<file path="config.mk">
export PLATFORM = sky130hd
export DESIGN_NAME = adcReadback
export DESIGN_NICKNAME = d
export VERILOG_FILES = /design/src/rtl/adcRbPkg.sv /design/src/rtl/adcRbCtrl.sv /design/src/rtl/adcRbDatapath.sv /design/src/rtl/adcReadback.sv
export SDC_FILE = /design/constraint.sdc
export NUM_CORES = 1
export LEC_CHECK = 0
export BUFFER_PORTS_ARGS = -buffer_cell sky130_fd_sc_hd__buf_2
export CELL_PAD_IN_SITES_DETAIL_PLACEMENT = 0
export CELL_PAD_IN_SITES_GLOBAL_PLACEMENT = 2
export CORE_UTILIZATION = 39
export DETAILED_ROUTE_END_ITERATION = 10
export HOLD_SLACK_MARGIN = 0.15
export PLACE_DENSITY = 0.85
export SLEW_MARGIN = 40
export SYNTH_ARGS = -nofsm -noshare
export SYNTH_HDL_FRONTEND = slang
export SYNTH_SLANG_ARGS = --single-unit
export TNS_END_PERCENT = 1
</file>
<file path="constraint.sdc">
create_clock -name clk -period 3.3 [get_ports clk]
set_input_delay 0.66 -clock clk [delete_from_list [all_inputs] [get_ports clk]]
set_output_delay 0.66 -clock clk [all_outputs]
set_load 0.01 [all_outputs]
</file>
<file path="src/rtl/adcRbPkg.sv">
package adcRbPkg;
  localparam int BYTE_W     = 8;
  localparam int ADC_COUNT  = 5;
  localparam int FRAME_BITS = 3 * BYTE_W;
  localparam int IDX_W      = $clog2(ADC_COUNT);
  localparam int BIT_CNT_W  = $clog2(FRAME_BITS);
  localparam logic [3:0] SYNC_NIBBLE = 4'b1010;

  typedef struct packed {
    logic loadThresh;
    logic loadFrame;
    logic shiftBit;
  } ctrlStrobes_t;
endpackage

</file>
<file path="src/rtl/adcRbCtrl.sv">
module adcRbCtrl
  import adcRbPkg::*;
#(
  parameter int RESP_DELAY = 8
) (
  input  logic               clk,
  input  logic               rstN,
  input  logic               cmdValid,
  input  logic [BYTE_W-1:0]  cmdByte2,
  input  logic [BYTE_W-1:0]  cmdByte3,
  output ctrlStrobes_t       strobes,
  output logic [1:0]         selCode,
  output logic               txBusy
);
  localparam int DLY_W = (RESP_DELAY < 2) ? 1 : $clog2(RESP_DELAY);

  logic                 isNormal;
  logic                 isRead;
  logic                 acceptRead;
  logic                 pending;
  logic [DLY_W-1:0]     dlyCnt;
  logic [BIT_CNT_W-1:0] bitCnt;

  assign isNormal   = cmdValid && (cmdByte2[7:6] == 2'b01);
  assign isRead     = isNormal && !cmdByte3[4];
  assign acceptRead = isRead && !pending && !txBusy;

  always_comb begin
    strobes.loadThresh = isNormal && cmdByte3[4];
    strobes.loadFrame  = pending && (dlyCnt == '0);
    strobes.shiftBit   = txBusy;
  end

  always_ff @(posedge clk) begin
    if (!rstN) begin
      pending <= 1'b0;
      dlyCnt  <= '0;
      bitCnt  <= '0;
      txBusy  <= 1'b0;
      selCode <= 2'b00;
    end else if (acceptRead) begin
      pending <= 1'b1;
      dlyCnt  <= DLY_W'(RESP_DELAY - 1);
      selCode <= cmdByte3[1:0];
    end else if (pending) begin
      if (dlyCnt == '0) begin
        pending <= 1'b0;
        txBusy  <= 1'b1;
        bitCnt  <= BIT_CNT_W'(FRAME_BITS - 1);
      end else begin
        dlyCnt <= dlyCnt - 1'b1;
      end
    end else if (txBusy) begin
      if (bitCnt == '0) txBusy <= 1'b0;
      else              bitCnt <= bitCnt - 1'b1;
    end
  end

  // waiting and sending never overlap
  a_r1_exclusive: assert property (@(posedge clk) disable iff (!rstN)
    !(pending && txBusy));
  // a request during a response leaves the latched selector alone
  a_r1_busy_ignore: assert property (@(posedge clk) disable iff (!rstN)
    (txBusy && cmdValid) |=> $stable(selCode));
  // loading a frame starts the busy window
  a_r5_load_starts: assert property (@(posedge clk) disable iff (!rstN)
    strobes.loadFrame |=> txBusy);
  // the busy window closes after the last bit
  a_r6_busy_end: assert property (@(posedge clk) disable iff (!rstN)
    (txBusy && bitCnt == '0) |=> !txBusy);
endmodule

</file>
<file path="src/rtl/adcRbDatapath.sv">
module adcRbDatapath
  import adcRbPkg::*;
(
  input  logic               clk,
  input  logic               rstN,
  input  ctrlStrobes_t       strobes,
  input  logic [1:0]         selCode,
  input  logic               txBusy,
  input  logic               lockIn,
  input  logic [BYTE_W-1:0]  cmdByte1,
  input  logic               adcWrEn,
  input  logic [2:0]         adcWrSel,
  input  logic [BYTE_W-1:0]  adcWrData,
  output logic               txData,
  output logic               carrierDet
);
  logic [ADC_COUNT-1:0][BYTE_W-1:0] adcReg;
  logic [BYTE_W-1:0]                thresh;
  logic [FRAME_BITS-1:0]            frameReg;
  logic [BYTE_W-1:0]                pickedAdc;

  for (genvar gi = 0; gi < ADC_COUNT; gi++) begin : g_adc
    always_ff @(posedge clk) begin
      if (!rstN)                                       adcReg[gi] <= '0;
      else if (adcWrEn && adcWrSel == 3'(gi))          adcReg[gi] <= adcWrData;
    end
  end

  assign pickedAdc = adcReg[{1'b0, selCode}];

  always_ff @(posedge clk) begin
    if (!rstN)                   thresh <= '0;
    else if (strobes.loadThresh) thresh <= cmdByte1;
  end

  always_ff @(posedge clk) begin
    if (!rstN)
      frameReg <= '0;
    else if (strobes.loadFrame)
      frameReg <= {SYNC_NIBBLE, selCode, 1'b0, lockIn, adcReg[ADC_COUNT-1], pickedAdc};
    else if (strobes.shiftBit)
      frameReg <= {frameReg[FRAME_BITS-2:0], 1'b0};
  end

  assign txData = txBusy && frameReg[FRAME_BITS-1];

  always_ff @(posedge clk) begin
    if (!rstN) carrierDet <= 1'b0;
    else       carrierDet <= (adcReg[0] > thresh);
  end

  // a threshold command lands its byte
  a_r8_thresh_load: assert property (@(posedge clk) disable iff (!rstN)
    strobes.loadThresh |=> (thresh == $past(cmdByte1)));
  // out-of-range writes leave every register untouched
  a_r11_bad_index: assert property (@(posedge clk) disable iff (!rstN)
    (adcWrEn && adcWrSel >= 3'(ADC_COUNT)) |=> $stable(adcReg));
endmodule

</file>
<file path="src/rtl/adcReadback.sv">
module adcReadback
  import adcRbPkg::*;
#(
  parameter int RESP_DELAY = 8
) (
  input  logic       clk,
  input  logic       rstN,
  input  logic       cmdValid,
  input  logic [7:0] cmdByte1,
  input  logic [7:0] cmdByte2,
  input  logic [7:0] cmdByte3,
  input  logic       adcWrEn,
  input  logic [2:0] adcWrSel,
  input  logic [7:0] adcWrData,
  input  logic       lockIn,
  output logic       txData,
  output logic       txBusy,
  output logic       carrierDet
);
  ctrlStrobes_t strobes;
  logic [1:0]   selCode;

  adcRbCtrl #(.RESP_DELAY(RESP_DELAY)) ctrl_i (
    .clk(clk), .rstN(rstN), .cmdValid(cmdValid),
    .cmdByte2(cmdByte2), .cmdByte3(cmdByte3),
    .strobes(strobes), .selCode(selCode), .txBusy(txBusy)
  );

  adcRbDatapath dp_i (
    .clk(clk), .rstN(rstN), .strobes(strobes), .selCode(selCode),
    .txBusy(txBusy), .lockIn(lockIn), .cmdByte1(cmdByte1),
    .adcWrEn(adcWrEn), .adcWrSel(adcWrSel), .adcWrData(adcWrData),
    .txData(txData), .carrierDet(carrierDet)
  );

  // no data while idle
  a_r6_idle_quiet: assert property (@(posedge clk) disable iff (!rstN)
    !txBusy |-> !txData);
endmodule

</file>
==> run metrics <==
run status=finished, final reports clean; maximum clock insertion buffer count=2; Die Y=102 um; leakage dissipation=0.00173 uW; clk_lat worst skew=0.35 ns; maximum level of the CTS H-tree=3; effective utilization at floorplan=0.400; worst min path class=reg2reg; worst setup path class=reg2out; RSZ-0062 raised after global routing=false; sink count of the clock tree=85; total cell area at the placement stage=4120 um2; master cell of the clock root buffer=sky130_fd_sc_hd__clkbuf_8; WL/cell=14.0 um; clock-pin slew on the worst setup and hold paths=0.09 ns; CTS resizes=0; worst path setup slack after routing=1.18 ns; cell count after placement=573; number of hold buffers added after cts=0; post-place setup slack=1.36 ns; max frequency=472 MHz; worst-case vdd ir drop=0.171 mV; required time of the worst setup path=2.64 ns; Horiz. Die Dim=102 um; aggregate routed wire length=8.25 mm; area of all placed cells without fillers=4340 um2; most frequent cells in the layout=116 x sky130_fd_sc_hd__nand2_1, 85 x sky130_fd_sc_hd__dfxtp_1, 56 x sky130_fd_sc_hd__a21boi_0; cells traversed along the worst timing path=and2_1 > buf_2; pins over their slew limit=0; pin slew with the least headroom to its limit=0.780 ns; most common cell after layout, fill and taps aside=sky130_fd_sc_hd__nand2_1; Period Utilization, post-route=0.642; number of clock buffers inserted by TritonCTS=9; initial DRC count=62; count of antenna diodes in the layout=0; via count of the routed design=2922; YS warnings=0; area of the die=10300 um2; CTS tree=yes; Cell Count, Final, Fillers Out=589; Gate Count Post-Synth=431; via count of the first global-routing pass=2806; post-synthesis to final-layout area growth=12.1%; largest net degree at the start of global routing=49; fraction of layout cells with a size suffix above 1=0.154; CP arrival=1.46 ns; Max FO, Critical Path=16; post-detailed-placement half-perimeter wirelength=5.55 mm; RD Place Congestion=0.772; critical-path cell with the highest stage delay=sky130_fd_sc_hd__dfxtp_1; first-pass GRT wire length=13.9 mm; vias per cell=4.96; utilization after layout=0.448; netlist area before placement=3870 um2; minimum clock period after layout=2.12 ns; DRT Pass-1 Iters=4; global router's overall resource usage=0.177; number of antenna violations at the first check in global routing=0; Startpoint Class=register; Synthesized Nets=482; Worst slew margin=0.480; sum of negative setup slack=0 ns; number of max-capacitance violations reported=0; # nets final=502; DRC=0; number of register bits inferred by synthesis=85; setup violation total in the final timing report=0; area of the core region=9680 um2; mean instance size in the synthesized netlist=8.99 um2; number of nets with antenna violations after detailed routing=0; I/O pin cnt=43; post-CTS setup buffer count=0; worst setup skew after layout=0.00660 ns; total count of hold-check failures in the final report=0; maximum single-stage delay on the critical path=0.77 ns; register area share after synthesis=0.439; Filler Cells Inserted=1007; number of cell rows=36; number of different library cells in the post-synthesis netlist=36; endpoint type of the worst setup path=primary output; power per standard cell area=468 nW/um2; count of input and output buffers=31; total global routing overflow=0
-- report_power, final --
| group | internal, uW | leakage, uW | switching (uW) |
|---|---|---|---|
| combinational | 63.8 | 0.000930 | 75.3 |
| clock | 466 | 0.000116 | 364 |
| sequential | 1050 | 0.000688 | 16.6 |
| total | 1580 | 0.00173 | 456 |
-- sequential cells by signal, summed over array words and instances (netlist names) --
signal           flops
dp_i.carrierDet      1
ctrl_i.bitCnt        5
dp_i.frameReg       24
ctrl_i.txBusy        1
dp_i.thresh          8
ctrl_i.dlyCnt        3
ctrl_i.selCode       2
dp_i.adcReg         40
ctrl_i.pending       1
-- area by class of cell --
type,count,area (um2),area share
Sequential cell,85,1700,0.392
Timing Repair Buffer,35,185,0.0426
Multi-Input combinational cell,308,2020,0.465
Clock inverter,4,70.1,0.0161
Inverter,12,45.0,0.0104
Clock buffer,12,155,0.0357
Tap cell,133,166,0.0383
-- cell usage after synthesis --
master                     number  area share
sky130_fd_sc_hd__nand4_1        2      0.0032
sky130_fd_sc_hd__nor2b_1        5      0.0081
sky130_fd_sc_hd__buf_1          1     0.00097
sky130_fd_sc_hd__and3_1         2      0.0032
sky130_fd_sc_hd__o21ai_0       10       0.013
sky130_fd_sc_hd__o211ai_1       1      0.0019
sky130_fd_sc_hd__ha_1          11       0.036
sky130_fd_sc_hd__nand4b_1       3      0.0068
sky130_fd_sc_hd__clkbuf_1      17       0.016
sky130_fd_sc_hd__mux2i_1       18       0.047
sky130_fd_sc_hd__nor3_1         3      0.0039
sky130_fd_sc_hd__and3b_1        3      0.0068
sky130_fd_sc_hd__nand2b_1       1      0.0016
sky130_fd_sc_hd__inv_1         12       0.012
sky130_fd_sc_hd__nand3b_1       3      0.0058
sky130_fd_sc_hd__or4b_4         1      0.0036
sky130_fd_sc_hd__and2_2         1      0.0019
sky130_fd_sc_hd__and2_4         1      0.0023
sky130_fd_sc_hd__and2_1         2      0.0032
sky130_fd_sc_hd__o31ai_1        1      0.0019
sky130_fd_sc_hd__nand3_1        6      0.0078
sky130_fd_sc_hd__nand2_1      116        0.11
sky130_fd_sc_hd__and4b_1        1      0.0026
sky130_fd_sc_hd__o21ba_2        1      0.0026
sky130_fd_sc_hd__a21boi_0      56        0.11
sky130_fd_sc_hd__buf_2          8       0.010
sky130_fd_sc_hd__dfxtp_1       85        0.44
sky130_fd_sc_hd__a21boi_1       1      0.0019
sky130_fd_sc_hd__nor2_1        21       0.020
sky130_fd_sc_hd__xnor2_1        1      0.0023
sky130_fd_sc_hd__mux4_2         8       0.047
sky130_fd_sc_hd__o311a_1        2      0.0052
sky130_fd_sc_hd__mux2_2         8       0.023
sky130_fd_sc_hd__o21ai_1        1      0.0013
sky130_fd_sc_hd__o211a_1       11       0.028
sky130_fd_sc_hd__a21oi_1        7      0.0090
-- critical path: cells and delay by family (launching register included) --
family | cells | cell delay, ns
buffers and inverters | 1 | 0.12
DFF | 1 | 0.77
and+or+nand+nor | 1 | 0.21
-- per-layer routing --
metal / routed length (um) / track usage
met3: 194 / 0.0269
met4: 122 / 0.0669
met2: 3810 / 0.284
met5: 0 / 0
met1: 4120 / 0.240
-- kinds of logic (layout without fill, tap and decap cells) --
family          count (synthesis)  after routing  synth area share
fa+ha+maj                      11             11            0.0355
buf+inv                        38             63            0.0394
flops                          85             85             0.439
compound gates                 91             91             0.174
xor+xnor                        1              1           0.00226
simple gates                  171            171             0.193
mux                            34             34             0.116
-- final timing paths --
path	start	to	slack (ns)	cells past startpoint
worst max-delay path	ctrl_i.txBusy	txData	1.18	2
worst min register to register	dp_i.adcReg[10]	dp_i.adcReg[10]	0.46	2
worst max register to register	ctrl_i.selCode[0]	dp_i.frameReg[3]	1.59	3
worst min-delay path	dp_i.adcReg[10]	dp_i.adcReg[10]	0.46	2
-- through the flow --
stage               hold slack (ns)  total power [uW]
floorplan                     0.440              1180
global placement              0.447              1230
detailed placement            0.455              1230
CTS                           0.467              2060
global route                  0.494              2130
finish                        0.463              2030
(Power assumes the default switching activity.)
